### src/rtl/rl_link_pkg.sv
package rl_link_pkg;

  localparam logic [7:0] MARK_OPEN  = 8'h2A;
  localparam logic [7:0] MARK_CLOSE = 8'h08;
  localparam int unsigned TICKS_PER_BIT = 16;

  typedef enum logic [2:0] {
    RXS_IDLE, RXS_START, RXS_DATA, RXS_PAR, RXS_STOP, RXS_BREAK
  } rx_state_e;

  typedef enum logic [2:0] {
    ECS_IDLE, ECS_LEAD, ECS_SEND, ECS_WAIT, ECS_TAIL
  } echo_state_e;

  typedef struct packed {
    logic [7:0] data;
    logic       par_bad;
    logic       stop_bad;
  } rx_char_t;

endpackage

### src/rtl/rl_tick_gen.sv
module rl_tick_gen #(
  parameter int unsigned CLKS_PER_TICK = 814
) (
  input  logic clk,
  input  logic rst_n,
  output logic tick_o
);
  localparam int unsigned CW = (CLKS_PER_TICK > 1) ? $clog2(CLKS_PER_TICK) : 1;

  logic [CW-1:0] cnt_q, cnt_d;
  logic          tick_q, tick_d;

  always_comb begin
    if (cnt_q == CW'(CLKS_PER_TICK - 1)) begin
      cnt_d  = '0;
      tick_d = 1'b1;
    end else begin
      cnt_d  = cnt_q + CW'(1);
      tick_d = 1'b0;
    end
  end

  always_ff @(posedge clk or negedge rst_n) begin
    if (!rst_n) begin
      cnt_q  <= '0;
      tick_q <= 1'b0;
    end else begin
      cnt_q  <= cnt_d;
      tick_q <= tick_d;
    end
  end

  assign tick_o = tick_q;
endmodule

### src/rtl/rl_uart_rx.sv
module rl_uart_rx
  import rl_link_pkg::*;
(
  input  logic     clk,
  input  logic     rst_n,
  input  logic     tick_i,
  input  logic     rx_i,
  output logic     valid_o,
  output rx_char_t char_o
);
  logic       sync1_q, sync2_q;
  rx_state_e  st_q, st_d;
  logic [3:0] tcnt_q, tcnt_d;
  logic [2:0] bidx_q, bidx_d;
  logic [7:0] shreg_q, shreg_d;
  logic       par_q, par_d;
  logic       valid_q, valid_d;
  rx_char_t   char_q, char_d;
  logic       mid_bit;

  always_ff @(posedge clk or negedge rst_n) begin
    if (!rst_n) begin
      sync1_q <= 1'b1;
      sync2_q <= 1'b1;
    end else begin
      sync1_q <= rx_i;
      sync2_q <= sync1_q;
    end
  end

  assign mid_bit = tick_i && (tcnt_q == 4'd15);

  always_comb begin
    st_d    = st_q;
    tcnt_d  = tcnt_q;
    bidx_d  = bidx_q;
    shreg_d = shreg_q;
    par_d   = par_q;
    valid_d = 1'b0;
    char_d  = char_q;
    unique case (st_q)
      RXS_IDLE: begin
        if (!sync2_q) begin
          st_d   = RXS_START;
          tcnt_d = '0;
        end
      end
      RXS_START: begin
        if (tick_i) begin
          if (tcnt_q == 4'd7) begin
            tcnt_d = '0;
            bidx_d = '0;
            st_d   = sync2_q ? RXS_IDLE : RXS_DATA;
          end else begin
            tcnt_d = tcnt_q + 4'd1;
          end
        end
      end
      RXS_DATA: begin
        if (tick_i) tcnt_d = tcnt_q + 4'd1;
        if (mid_bit) begin
          shreg_d = {sync2_q, shreg_q[7:1]};
          if (bidx_q == 3'd7) st_d = RXS_PAR;
          else bidx_d = bidx_q + 3'd1;
        end
      end
      RXS_PAR: begin
        if (tick_i) tcnt_d = tcnt_q + 4'd1;
        if (mid_bit) begin
          par_d = sync2_q;
          st_d  = RXS_STOP;
        end
      end
      RXS_STOP: begin
        if (tick_i) tcnt_d = tcnt_q + 4'd1;
        if (mid_bit) begin
          valid_d         = 1'b1;
          char_d.data     = shreg_q;
          char_d.par_bad  = ~(^{shreg_q, par_q});
          char_d.stop_bad = ~sync2_q;
          st_d            = sync2_q ? RXS_IDLE : RXS_BREAK;
        end
      end
      RXS_BREAK: begin
        if (sync2_q) st_d = RXS_IDLE;
      end
      default: st_d = RXS_IDLE;
    endcase
  end

  always_ff @(posedge clk or negedge rst_n) begin
    if (!rst_n) begin
      st_q    <= RXS_IDLE;
      tcnt_q  <= '0;
      bidx_q  <= '0;
      shreg_q <= '0;
      par_q   <= 1'b0;
      valid_q <= 1'b0;
      char_q  <= '0;
    end else begin
      st_q    <= st_d;
      tcnt_q  <= tcnt_d;
      bidx_q  <= bidx_d;
      shreg_q <= shreg_d;
      par_q   <= par_d;
      valid_q <= valid_d;
      char_q  <= char_d;
    end
  end

  assign valid_o = valid_q;
  assign char_o  = char_q;
endmodule

### src/rtl/rl_uart_tx.sv
module rl_uart_tx (
  input  logic       clk,
  input  logic       rst_n,
  input  logic       tick_i,
  input  logic       start_i,
  input  logic [7:0] data_i,
  output logic       txd_o,
  output logic       done_o
);
  localparam int unsigned FRAME_BITS = 11;

  logic                  active_q, active_d;
  logic [FRAME_BITS-1:0] frame_q, frame_d;
  logic [3:0]            tcnt_q, tcnt_d;
  logic [3:0]            bcnt_q, bcnt_d;
  logic                  done_q, done_d;

  always_comb begin
    active_d = active_q;
    frame_d  = frame_q;
    tcnt_d   = tcnt_q;
    bcnt_d   = bcnt_q;
    done_d   = 1'b0;
    if (!active_q) begin
      if (start_i) begin
        active_d = 1'b1;
        frame_d  = {1'b1, ~(^data_i), data_i, 1'b0};
        tcnt_d   = '0;
        bcnt_d   = '0;
      end
    end else if (tick_i) begin
      if (tcnt_q == 4'd15) begin
        tcnt_d = '0;
        if (bcnt_q == 4'(FRAME_BITS - 1)) begin
          active_d = 1'b0;
          done_d   = 1'b1;
        end else begin
          bcnt_d  = bcnt_q + 4'd1;
          frame_d = {1'b1, frame_q[FRAME_BITS-1:1]};
        end
      end else begin
        tcnt_d = tcnt_q + 4'd1;
      end
    end
  end

  always_ff @(posedge clk or negedge rst_n) begin
    if (!rst_n) begin
      active_q <= 1'b0;
      frame_q  <= '1;
      tcnt_q   <= '0;
      bcnt_q   <= '0;
      done_q   <= 1'b0;
    end else begin
      active_q <= active_d;
      frame_q  <= frame_d;
      tcnt_q   <= tcnt_d;
      bcnt_q   <= bcnt_d;
      done_q   <= done_d;
    end
  end

  assign txd_o  = active_q ? frame_q[0] : 1'b1;
  assign done_o = done_q;
endmodule

### src/rtl/rl_msg_store.sv
module rl_msg_store
  import rl_link_pkg::*;
#(
  parameter int unsigned DEPTH = 64,
  localparam int unsigned AW = $clog2(DEPTH),
  localparam int unsigned LW = $clog2(DEPTH + 1)
) (
  input  logic          clk,
  input  logic          rst_n,
  input  logic          valid_i,
  input  rx_char_t      char_i,
  input  logic          echo_busy_i,
  input  logic [AW-1:0] rd_addr_i,
  input  logic [AW-1:0] echo_addr_i,
  output logic [7:0]    rd_data_o,
  output logic [7:0]    echo_data_o,
  output logic [LW-1:0] len_o,
  output logic          armed_o,
  output logic          perr_o,
  output logic          ovf_o,
  output logic          done_o
);
  logic [7:0]    mem_q [DEPTH];
  logic [LW-1:0] len_q, len_d;
  logic          armed_q, armed_d;
  logic          perr_q, perr_d;
  logic          ovf_q, ovf_d;
  logic          done_q, done_d;
  logic          wr_en;
  logic          accept;

  assign accept = valid_i && !echo_busy_i;

  always_comb begin
    len_d   = len_q;
    armed_d = armed_q;
    perr_d  = perr_q;
    ovf_d   = ovf_q;
    done_d  = 1'b0;
    wr_en   = 1'b0;
    if (accept) begin
      if (char_i.par_bad || char_i.stop_bad) begin
        perr_d = 1'b1;
      end else if (!armed_q) begin
        if (char_i.data == MARK_OPEN) begin
          armed_d = 1'b1;
          len_d   = '0;
          perr_d  = 1'b0;
          ovf_d   = 1'b0;
        end
      end else if (char_i.data == MARK_CLOSE) begin
        armed_d = 1'b0;
        done_d  = 1'b1;
      end else if (len_q == LW'(DEPTH)) begin
        ovf_d = 1'b1;
      end else begin
        wr_en = 1'b1;
        len_d = len_q + LW'(1);
      end
    end
  end

  always_ff @(posedge clk or negedge rst_n) begin
    if (!rst_n) begin
      len_q   <= '0;
      armed_q <= 1'b0;
      perr_q  <= 1'b0;
      ovf_q   <= 1'b0;
      done_q  <= 1'b0;
    end else begin
      len_q   <= len_d;
      armed_q <= armed_d;
      perr_q  <= perr_d;
      ovf_q   <= ovf_d;
      done_q  <= done_d;
    end
  end

  always_ff @(posedge clk) begin
    if (wr_en) mem_q[len_q[AW-1:0]] <= char_i.data;
  end

  assign rd_data_o   = mem_q[rd_addr_i];
  assign echo_data_o = mem_q[echo_addr_i];
  assign len_o       = len_q;
  assign armed_o     = armed_q;
  assign perr_o      = perr_q;
  assign ovf_o       = ovf_q;
  assign done_o      = done_q;
endmodule

### src/rtl/rl_echo_ctrl.sv
module rl_echo_ctrl
  import rl_link_pkg::*;
#(
  parameter int unsigned DEPTH     = 64,
  parameter int unsigned LEAD_BITS = 2,
  parameter int unsigned TAIL_BITS = 1,
  localparam int unsigned AW = $clog2(DEPTH),
  localparam int unsigned LW = $clog2(DEPTH + 1),
  localparam int unsigned LEAD_TICKS = LEAD_BITS * TICKS_PER_BIT,
  localparam int unsigned TAIL_TICKS = TAIL_BITS * TICKS_PER_BIT,
  localparam int unsigned MAX_TICKS = (LEAD_TICKS > TAIL_TICKS) ? LEAD_TICKS : TAIL_TICKS,
  localparam int unsigned CW = $clog2(MAX_TICKS + 1)
) (
  input  logic          clk,
  input  logic          rst_n,
  input  logic          tick_i,
  input  logic          msg_done_i,
  input  logic [LW-1:0] msg_len_i,
  input  logic          tx_done_i,
  output logic          tx_start_o,
  output logic [AW-1:0] echo_addr_o,
  output logic          ptt_o
);
  echo_state_e   st_q, st_d;
  logic [LW-1:0] idx_q, idx_d;
  logic [CW-1:0] cnt_q, cnt_d;

  always_comb begin
    st_d  = st_q;
    idx_d = idx_q;
    cnt_d = cnt_q;
    unique case (st_q)
      ECS_IDLE: begin
        if (msg_done_i && (msg_len_i != '0)) begin
          st_d  = ECS_LEAD;
          idx_d = '0;
          cnt_d = '0;
        end
      end
      ECS_LEAD: begin
        if (tick_i) begin
          if (cnt_q == CW'(LEAD_TICKS - 1)) st_d = ECS_SEND;
          else cnt_d = cnt_q + CW'(1);
        end
      end
      ECS_SEND: st_d = ECS_WAIT;
      ECS_WAIT: begin
        if (tx_done_i) begin
          if (idx_q == msg_len_i - LW'(1)) begin
            st_d  = ECS_TAIL;
            cnt_d = '0;
          end else begin
            idx_d = idx_q + LW'(1);
            st_d  = ECS_SEND;
          end
        end
      end
      ECS_TAIL: begin
        if (tick_i) begin
          if (cnt_q == CW'(TAIL_TICKS - 1)) st_d = ECS_IDLE;
          else cnt_d = cnt_q + CW'(1);
        end
      end
      default: st_d = ECS_IDLE;
    endcase
  end

  always_ff @(posedge clk or negedge rst_n) begin
    if (!rst_n) begin
      st_q  <= ECS_IDLE;
      idx_q <= '0;
      cnt_q <= '0;
    end else begin
      st_q  <= st_d;
      idx_q <= idx_d;
      cnt_q <= cnt_d;
    end
  end

  assign tx_start_o  = (st_q == ECS_SEND);
  assign echo_addr_o = idx_q[AW-1:0];
  assign ptt_o       = (st_q != ECS_IDLE);
endmodule

### src/rtl/radio_link_ctrl.sv
module radio_link_ctrl
  import rl_link_pkg::*;
#(
  parameter int unsigned CLKS_PER_TICK = 814,
  parameter int unsigned BUF_DEPTH     = 64,
  parameter int unsigned PTT_LEAD_BITS = 2,
  parameter int unsigned PTT_TAIL_BITS = 1,
  localparam int unsigned AW = $clog2(BUF_DEPTH),
  localparam int unsigned LW = $clog2(BUF_DEPTH + 1)
) (
  input  logic          clk,
  input  logic          rst_n,
  input  logic          rx_i,
  output logic          tx_o,
  output logic          ptt_o,
  input  logic [AW-1:0] rd_addr_i,
  output logic [7:0]    rd_data_o,
  output logic [LW-1:0] msg_len_o,
  output logic          armed_o,
  output logic          parity_err_o,
  output logic          overflow_o
);
  logic          rst_s1_q, rst_s2_q;
  logic          rst_core_n;
  logic          tick;
  logic          rx_valid;
  rx_char_t      rx_char;
  logic          msg_done;
  logic [LW-1:0] msg_len;
  logic [AW-1:0] echo_addr;
  logic [7:0]    echo_data;
  logic          tx_start;
  logic          tx_done;
  logic          txd;
  logic          ptt;

  always_ff @(posedge clk or negedge rst_n) begin
    if (!rst_n) begin
      rst_s1_q <= 1'b0;
      rst_s2_q <= 1'b0;
    end else begin
      rst_s1_q <= 1'b1;
      rst_s2_q <= rst_s1_q;
    end
  end
  assign rst_core_n = rst_s2_q;

  rl_tick_gen #(.CLKS_PER_TICK(CLKS_PER_TICK)) u_tick (
    .clk(clk), .rst_n(rst_core_n), .tick_o(tick)
  );

  rl_uart_rx u_rx (
    .clk(clk), .rst_n(rst_core_n), .tick_i(tick), .rx_i(rx_i),
    .valid_o(rx_valid), .char_o(rx_char)
  );

  rl_msg_store #(.DEPTH(BUF_DEPTH)) u_store (
    .clk(clk), .rst_n(rst_core_n), .valid_i(rx_valid), .char_i(rx_char),
    .echo_busy_i(ptt), .rd_addr_i(rd_addr_i), .echo_addr_i(echo_addr),
    .rd_data_o(rd_data_o), .echo_data_o(echo_data), .len_o(msg_len),
    .armed_o(armed_o), .perr_o(parity_err_o), .ovf_o(overflow_o),
    .done_o(msg_done)
  );

  rl_echo_ctrl #(
    .DEPTH(BUF_DEPTH), .LEAD_BITS(PTT_LEAD_BITS), .TAIL_BITS(PTT_TAIL_BITS)
  ) u_echo (
    .clk(clk), .rst_n(rst_core_n), .tick_i(tick), .msg_done_i(msg_done),
    .msg_len_i(msg_len), .tx_done_i(tx_done), .tx_start_o(tx_start),
    .echo_addr_o(echo_addr), .ptt_o(ptt)
  );

  rl_uart_tx u_tx (
    .clk(clk), .rst_n(rst_core_n), .tick_i(tick), .start_i(tx_start),
    .data_i(echo_data), .txd_o(txd), .done_o(tx_done)
  );

  assign tx_o      = ptt ? txd : 1'b1;
  assign ptt_o     = ptt;
  assign msg_len_o = msg_len;
endmodule

### config.mk
export PLATFORM = sky130hd
export DESIGN_NAME = radio_link_ctrl
export DESIGN_NICKNAME = d
export VERILOG_FILES = /design/src/rtl/rl_link_pkg.sv /design/src/rtl/rl_tick_gen.sv /design/src/rtl/rl_uart_rx.sv /design/src/rtl/rl_uart_tx.sv /design/src/rtl/rl_msg_store.sv /design/src/rtl/rl_echo_ctrl.sv /design/src/rtl/radio_link_ctrl.sv
export SDC_FILE = /design/constraint.sdc
export NUM_CORES = 1
export LEC_CHECK = 0
export BUFFER_PORTS_ARGS = -buffer_cell sky130_fd_sc_hd__buf_2
export CAP_MARGIN = 20
export CORE_ASPECT_RATIO = 0.5
export CORE_MARGIN = 2
export CORE_UTILIZATION = 40
export CTS_BUF_LIST = sky130_fd_sc_hd__clkbuf_4 sky130_fd_sc_hd__clkbuf_8
export DETAILED_ROUTE_END_ITERATION = 12
export SLEW_MARGIN = 15
export SYNTH_ARGS = -nofsm -noshare
export SYNTH_HDL_FRONTEND = slang
export SYNTH_SLANG_ARGS = --single-unit
### constraint.sdc
create_clock -name clk -period 3.35 [get_ports clk]
set_input_delay 0.1675 -clock clk [delete_from_list [all_inputs] [get_ports clk]]
set_output_delay 0.1675 -clock clk [all_outputs]
set_load 0.05 [all_outputs]
==> flow_metrics.py <==
metrics = {
    "critical_path": {
        "worst-path-buf-inv": 3,
        "worst_ep_arrival_time_ns": 3.89,
        "timing.critical_path.slowest_stage_cell": "sky130_fd_sc_hd__mux4_1",
        "cp_slowest_stage_delay_ns": 0.57,
        "crit_required_ns": 4.01,
        "start_kind": "flop",
        "startpoint": "u_echo.idx_q[0]$_DFFE_PN0P_",
        "critPathMaxFanout": 13,
        "worstSetupPathType": "reg -> reg",
        "timing.rr.start": "u_echo.idx_q[0]$_DFFE_PN0P_",
        "end_kind": "flop",
        "cp_top_family": "multiplexers",
        "timing.critical_path.cells": "buf_12 > buf_4 > mux4_1 > mux4_2 > nor2_1 > buf_4 > nor3_1 > a21oi_1 > xnor3_1 > xnor3_1 > o21ai_1",
    },
    "floorplan": {
        "core.rowCount": 69,
        "initial_core_util_pct": 40.6,
        "die_area_sq_mm": 0.0747,
        "i_o_pin_count": 29,
        "die_height_um": 194,
        "coreArea_sq_mm": 0.0713,
        "die_x_um": 384,
    },
    "placed_design": {
        "pre_cts_ws_ns": 0.00230,
        "gp_routability_congestion": 0.880,
        "placed_cell_area_sq_mm": 0.0311,
        "dp_hpwl_mm": 51.9,
        "numPortBuffers": 28,
        "placed_cells_incl_taps": 2661,
    },
    "timing": {
        "max-slew-margin-rel_pct": 37.4,
        "drv_slew": 0,
        "worst-slew-pin-transition_ns": 0.933,
        "min_period_over_period_pct": 96.6,
        "timing.final.ws_setup_ns": 0.114,
        "timing.setup.tns_ns": 0,
        "finalCriticalPeriod_ns": 3.24,
        "setup_violations": 0,
        "unrepaired_setup_endpoints_after_global_routing": "no",
        "report.final.hold_viol_count": 0,
        "skew_ns": 0.0383,
        "fmax_ghz": 0.309,
    },
    "synthesis": {
        "number_of_synthesized_flops_with_an_enable_pin": 512,
        "synth.yosys.warnings": 0,
        "syn-instance-count": 1613,
        "ys_async_sr_fraction_pct": 15.2,
        "synth.largest_area_cell": "sky130_fd_sc_hd__edfxtp_1",
        "yosys.cell_count.top_type": "sky130_fd_sc_hd__edfxtp_1",
        "synth_top_flop_cell": "sky130_fd_sc_hd__edfxtp_1",
        "synthDistinctLibCells": 78,
        "post_synth_main_area_contributors": "sky130_fd_sc_hd__edfxtp_1 (53%), sky130_fd_sc_hd__mux4_2 (20%), sky130_fd_sc_hd__dfrtp_1 (6.9%)",
        "synth.cells.most_frequent": "sky130_fd_sc_hd__edfxtp_1 (512), sky130_fd_sc_hd__mux4_2 (260), sky130_fd_sc_hd__nor2_1 (124)",
        "post_synthesis_net_count": 1635,
        "share_of_synthesized_area_occupied_by_flip_flops_and_latches_pct": 61.1,
        "postSynthAreaPerCell_sq_um": 17.9,
        "yosys_register_bits": 604,
        "mappedNetlistArea_sq_mm": 0.0289,
        "yosysTopAreaCellShare_pct": 53.1,
    },
    "worst_hold_path": {
        "min_from": "rx_i",
        "hold_path.class": "in -> reg",
    },
    "clocking": {
        "cts_tree": "yes",
        "cts-root-buf": "sky130_fd_sc_hd__clkbuf_8",
        "cts_inserted_buffers": 92,
        "cts.sinks": 604,
        "worst_skew_pair.late_latency_ns": 0.72,
        "clockBufferDepth": 3,
        "cts.reportedPaths.clkPinSlew_ns": 0.07,
        "clock_tree.htree_level_count": 3,
    },
    "cells_and_area": {
        "layout_cell_share_with_drive_strength_beyond_1_pct": 35.6,
        "instances_no_fill": 2840,
        "area_growth_pct": 14.7,
        "finish.instance_area_sq_mm": 0.0332,
        "fin_nets": 1826,
    },
    "grt": {
        "first_global_vias": 16800,
        "globalRouteTotalUtil_pct": 21.8,
        "grt_antenna_before_repair": 4,
        "grt.overflow.total": 0,
        "grt_start_max_net_pins": 68,
        "first_pass_grt_wire_length_mm": 118,
    },
    "route": {
        "first_iter_violations": 1963,
        "vias": 17200,
        "post-route-drc-count": 0,
        "totalWireLength_mm": 80.8,
        "wire_per_inst_um": 28.4,
        "routed_via_density": 6.04,
        "router_iterations_before_antenna_repair": 5,
        "postRouteAntennaNets": 0,
    },
    "pwr": {
        "max-vdd-ir-drop_mv": 0.271,
        "power.leakage_nw": 9.46,
        "power-per-cell-area_mw_per_mm2": 449,
    },
    "run_status": {
        "status": "finished, final reports clean",
    },
    "flow_run": {
        "maxCapViolCount": 0,
    },
}
-- through the flow --
| step | hold slack, ns | util [%] | power (mW) |
|---|---|---|---|
| CTS | 0.0687 | 46.4 | 15.0 |
| global placement | -0.0414 | 43.7 | 8.56 |
| floorplan | -0.128 | - | 8.47 |
| detailed placement | -0.0400 | 43.7 | 8.56 |
| finish | 0.124 | 46.6 | 14.9 |
| global route | 0.0835 | 46.6 | 15.4 |
-- routing by layer --
layer	up-vias	wire length, um	global-route usage [%]
li1	7104	-	-
met3	92	8000	5.16
met2	892	36800	32.6
met4	0	1140	4.12
met1	9078	34800	32.7
met5	-	0	0
-- flip-flops by register name, indices dropped and copies added, names as in the netlist, 3 cells and up --
signal and cells:
u_echo.cnt_q 6, u_rx.bidx_q 3, u_store.len_o 7, u_rx.tcnt_q 4
u_rx.shreg_q 8, u_echo.idx_q 7, u_rx.st_q 3, u_tick.cnt_q 10
u_tx.bcnt_q 4, u_store.mem_q 512, u_tx.tcnt_q 4, u_echo.st_q 3
u_tx.frame_q 10, u_rx.char_o 10
-- cells in the final DEF (no fill, tap or decap), types with 7 or more instances in the layout --
master,netlist,routed
sky130_fd_sc_hd__dfrtp_1,80,69
sky130_fd_sc_hd__buf_12,6,13
sky130_fd_sc_hd__xnor2_1,21,21
sky130_fd_sc_hd__a31oi_1,7,7
sky130_fd_sc_hd__clkinv_2,0,9
sky130_fd_sc_hd__nor2b_1,15,15
sky130_fd_sc_hd__mux4_2,260,260
sky130_fd_sc_hd__xor2_1,14,14
sky130_fd_sc_hd__a21oi_1,19,19
sky130_fd_sc_hd__mux4_1,39,39
sky130_fd_sc_hd__nand2b_1,8,8
sky130_fd_sc_hd__nor2_1,124,124
sky130_fd_sc_hd__dfrtp_2,0,8
sky130_fd_sc_hd__nand3_1,28,28
sky130_fd_sc_hd__inv_1,17,16
sky130_fd_sc_hd__a221oi_1,13,13
sky130_fd_sc_hd__nand4_1,8,8
sky130_fd_sc_hd__buf_4,5,159
sky130_fd_sc_hd__or3_1,7,7
sky130_fd_sc_hd__mux2i_1,44,44
sky130_fd_sc_hd__clkbuf_4,3,35
sky130_fd_sc_hd__nand2_1,78,78
sky130_fd_sc_hd__mux2_2,13,13
sky130_fd_sc_hd__ha_1,13,13
sky130_fd_sc_hd__buf_2,13,26
sky130_fd_sc_hd__a22o_1,7,7
sky130_fd_sc_hd__clkbuf_8,0,95
sky130_fd_sc_hd__clkinv_1,3,22
sky130_fd_sc_hd__nor3_1,14,14
sky130_fd_sc_hd__edfxtp_1,512,512
sky130_fd_sc_hd__dfstp_2,12,12
sky130_fd_sc_hd__o21ai_0,47,47
-- area by class of cell --
class / count / area, sq um
Clock inverter: 41 / 363
Clock buffer: 130 / 1570
Fill cell: 6152 / 38100
Antenna cell: 1 / 2.50
Timing Repair Buffer: 207 / 1750
Inverter: 20 / 75.1
Multi-Input combinational cell: 879 / 10500
Tap cell: 958 / 1200
Sequential cell: 604 / 17700
-- report_power, final --
group          internal, mW  leakage (nW)  switching [mW]  total, mW
Combinational         0.133          3.70           0.168      0.302
Sequential             8.06          4.73          0.0414       8.10
Clock                  3.51          1.02            2.99       6.50
-- timing repair --
action | CTS | global route
hold buffers | 3 | 0
setup buffers | 0 | 2
setup endpoints to repair | 0 | 1
gates resized for setup | 0 | 4
endpoints found under the hold margin | 3 | 0
-- final timing paths --
check	slack, ns	endpoint	cells after the start
max	0.11	u_tx.frame_q[9]$_DFFE_PN1P_	11
min	0.12	u_rx.sync1_q$_DFF_PN1_	2
min in group asynchronous	0.31	rst_core_n$_DFF_PN0_	3
min reg2reg	0.35	rst_core_n$_DFF_PN0_	0
max in group asynchronous	2.14	u_rx.st_q[1]$_DFFE_PN0P_	1
max reg2reg	0.11	u_tx.frame_q[9]$_DFFE_PN1P_	11
-- kinds of logic (layout without fill, tap and decap cells) --
group                      count (synthesis)  count (layout)  share of synthesized area [%]
and+or+nand+nor                          316             316                           5.04
adders and majority gates                 13              13                          0.562
buffers and inverters                    130             398                           2.53
DFF                                      604             604                           61.1
AOI/OAI and AO/OA                        155             155                           3.66
xor gates and xnor gates                  38              38                           1.27
other                                      1               2                         0.0130
muxes                                    356             356                           25.8
No activity file was read; power rests on OpenSTA's default activity.
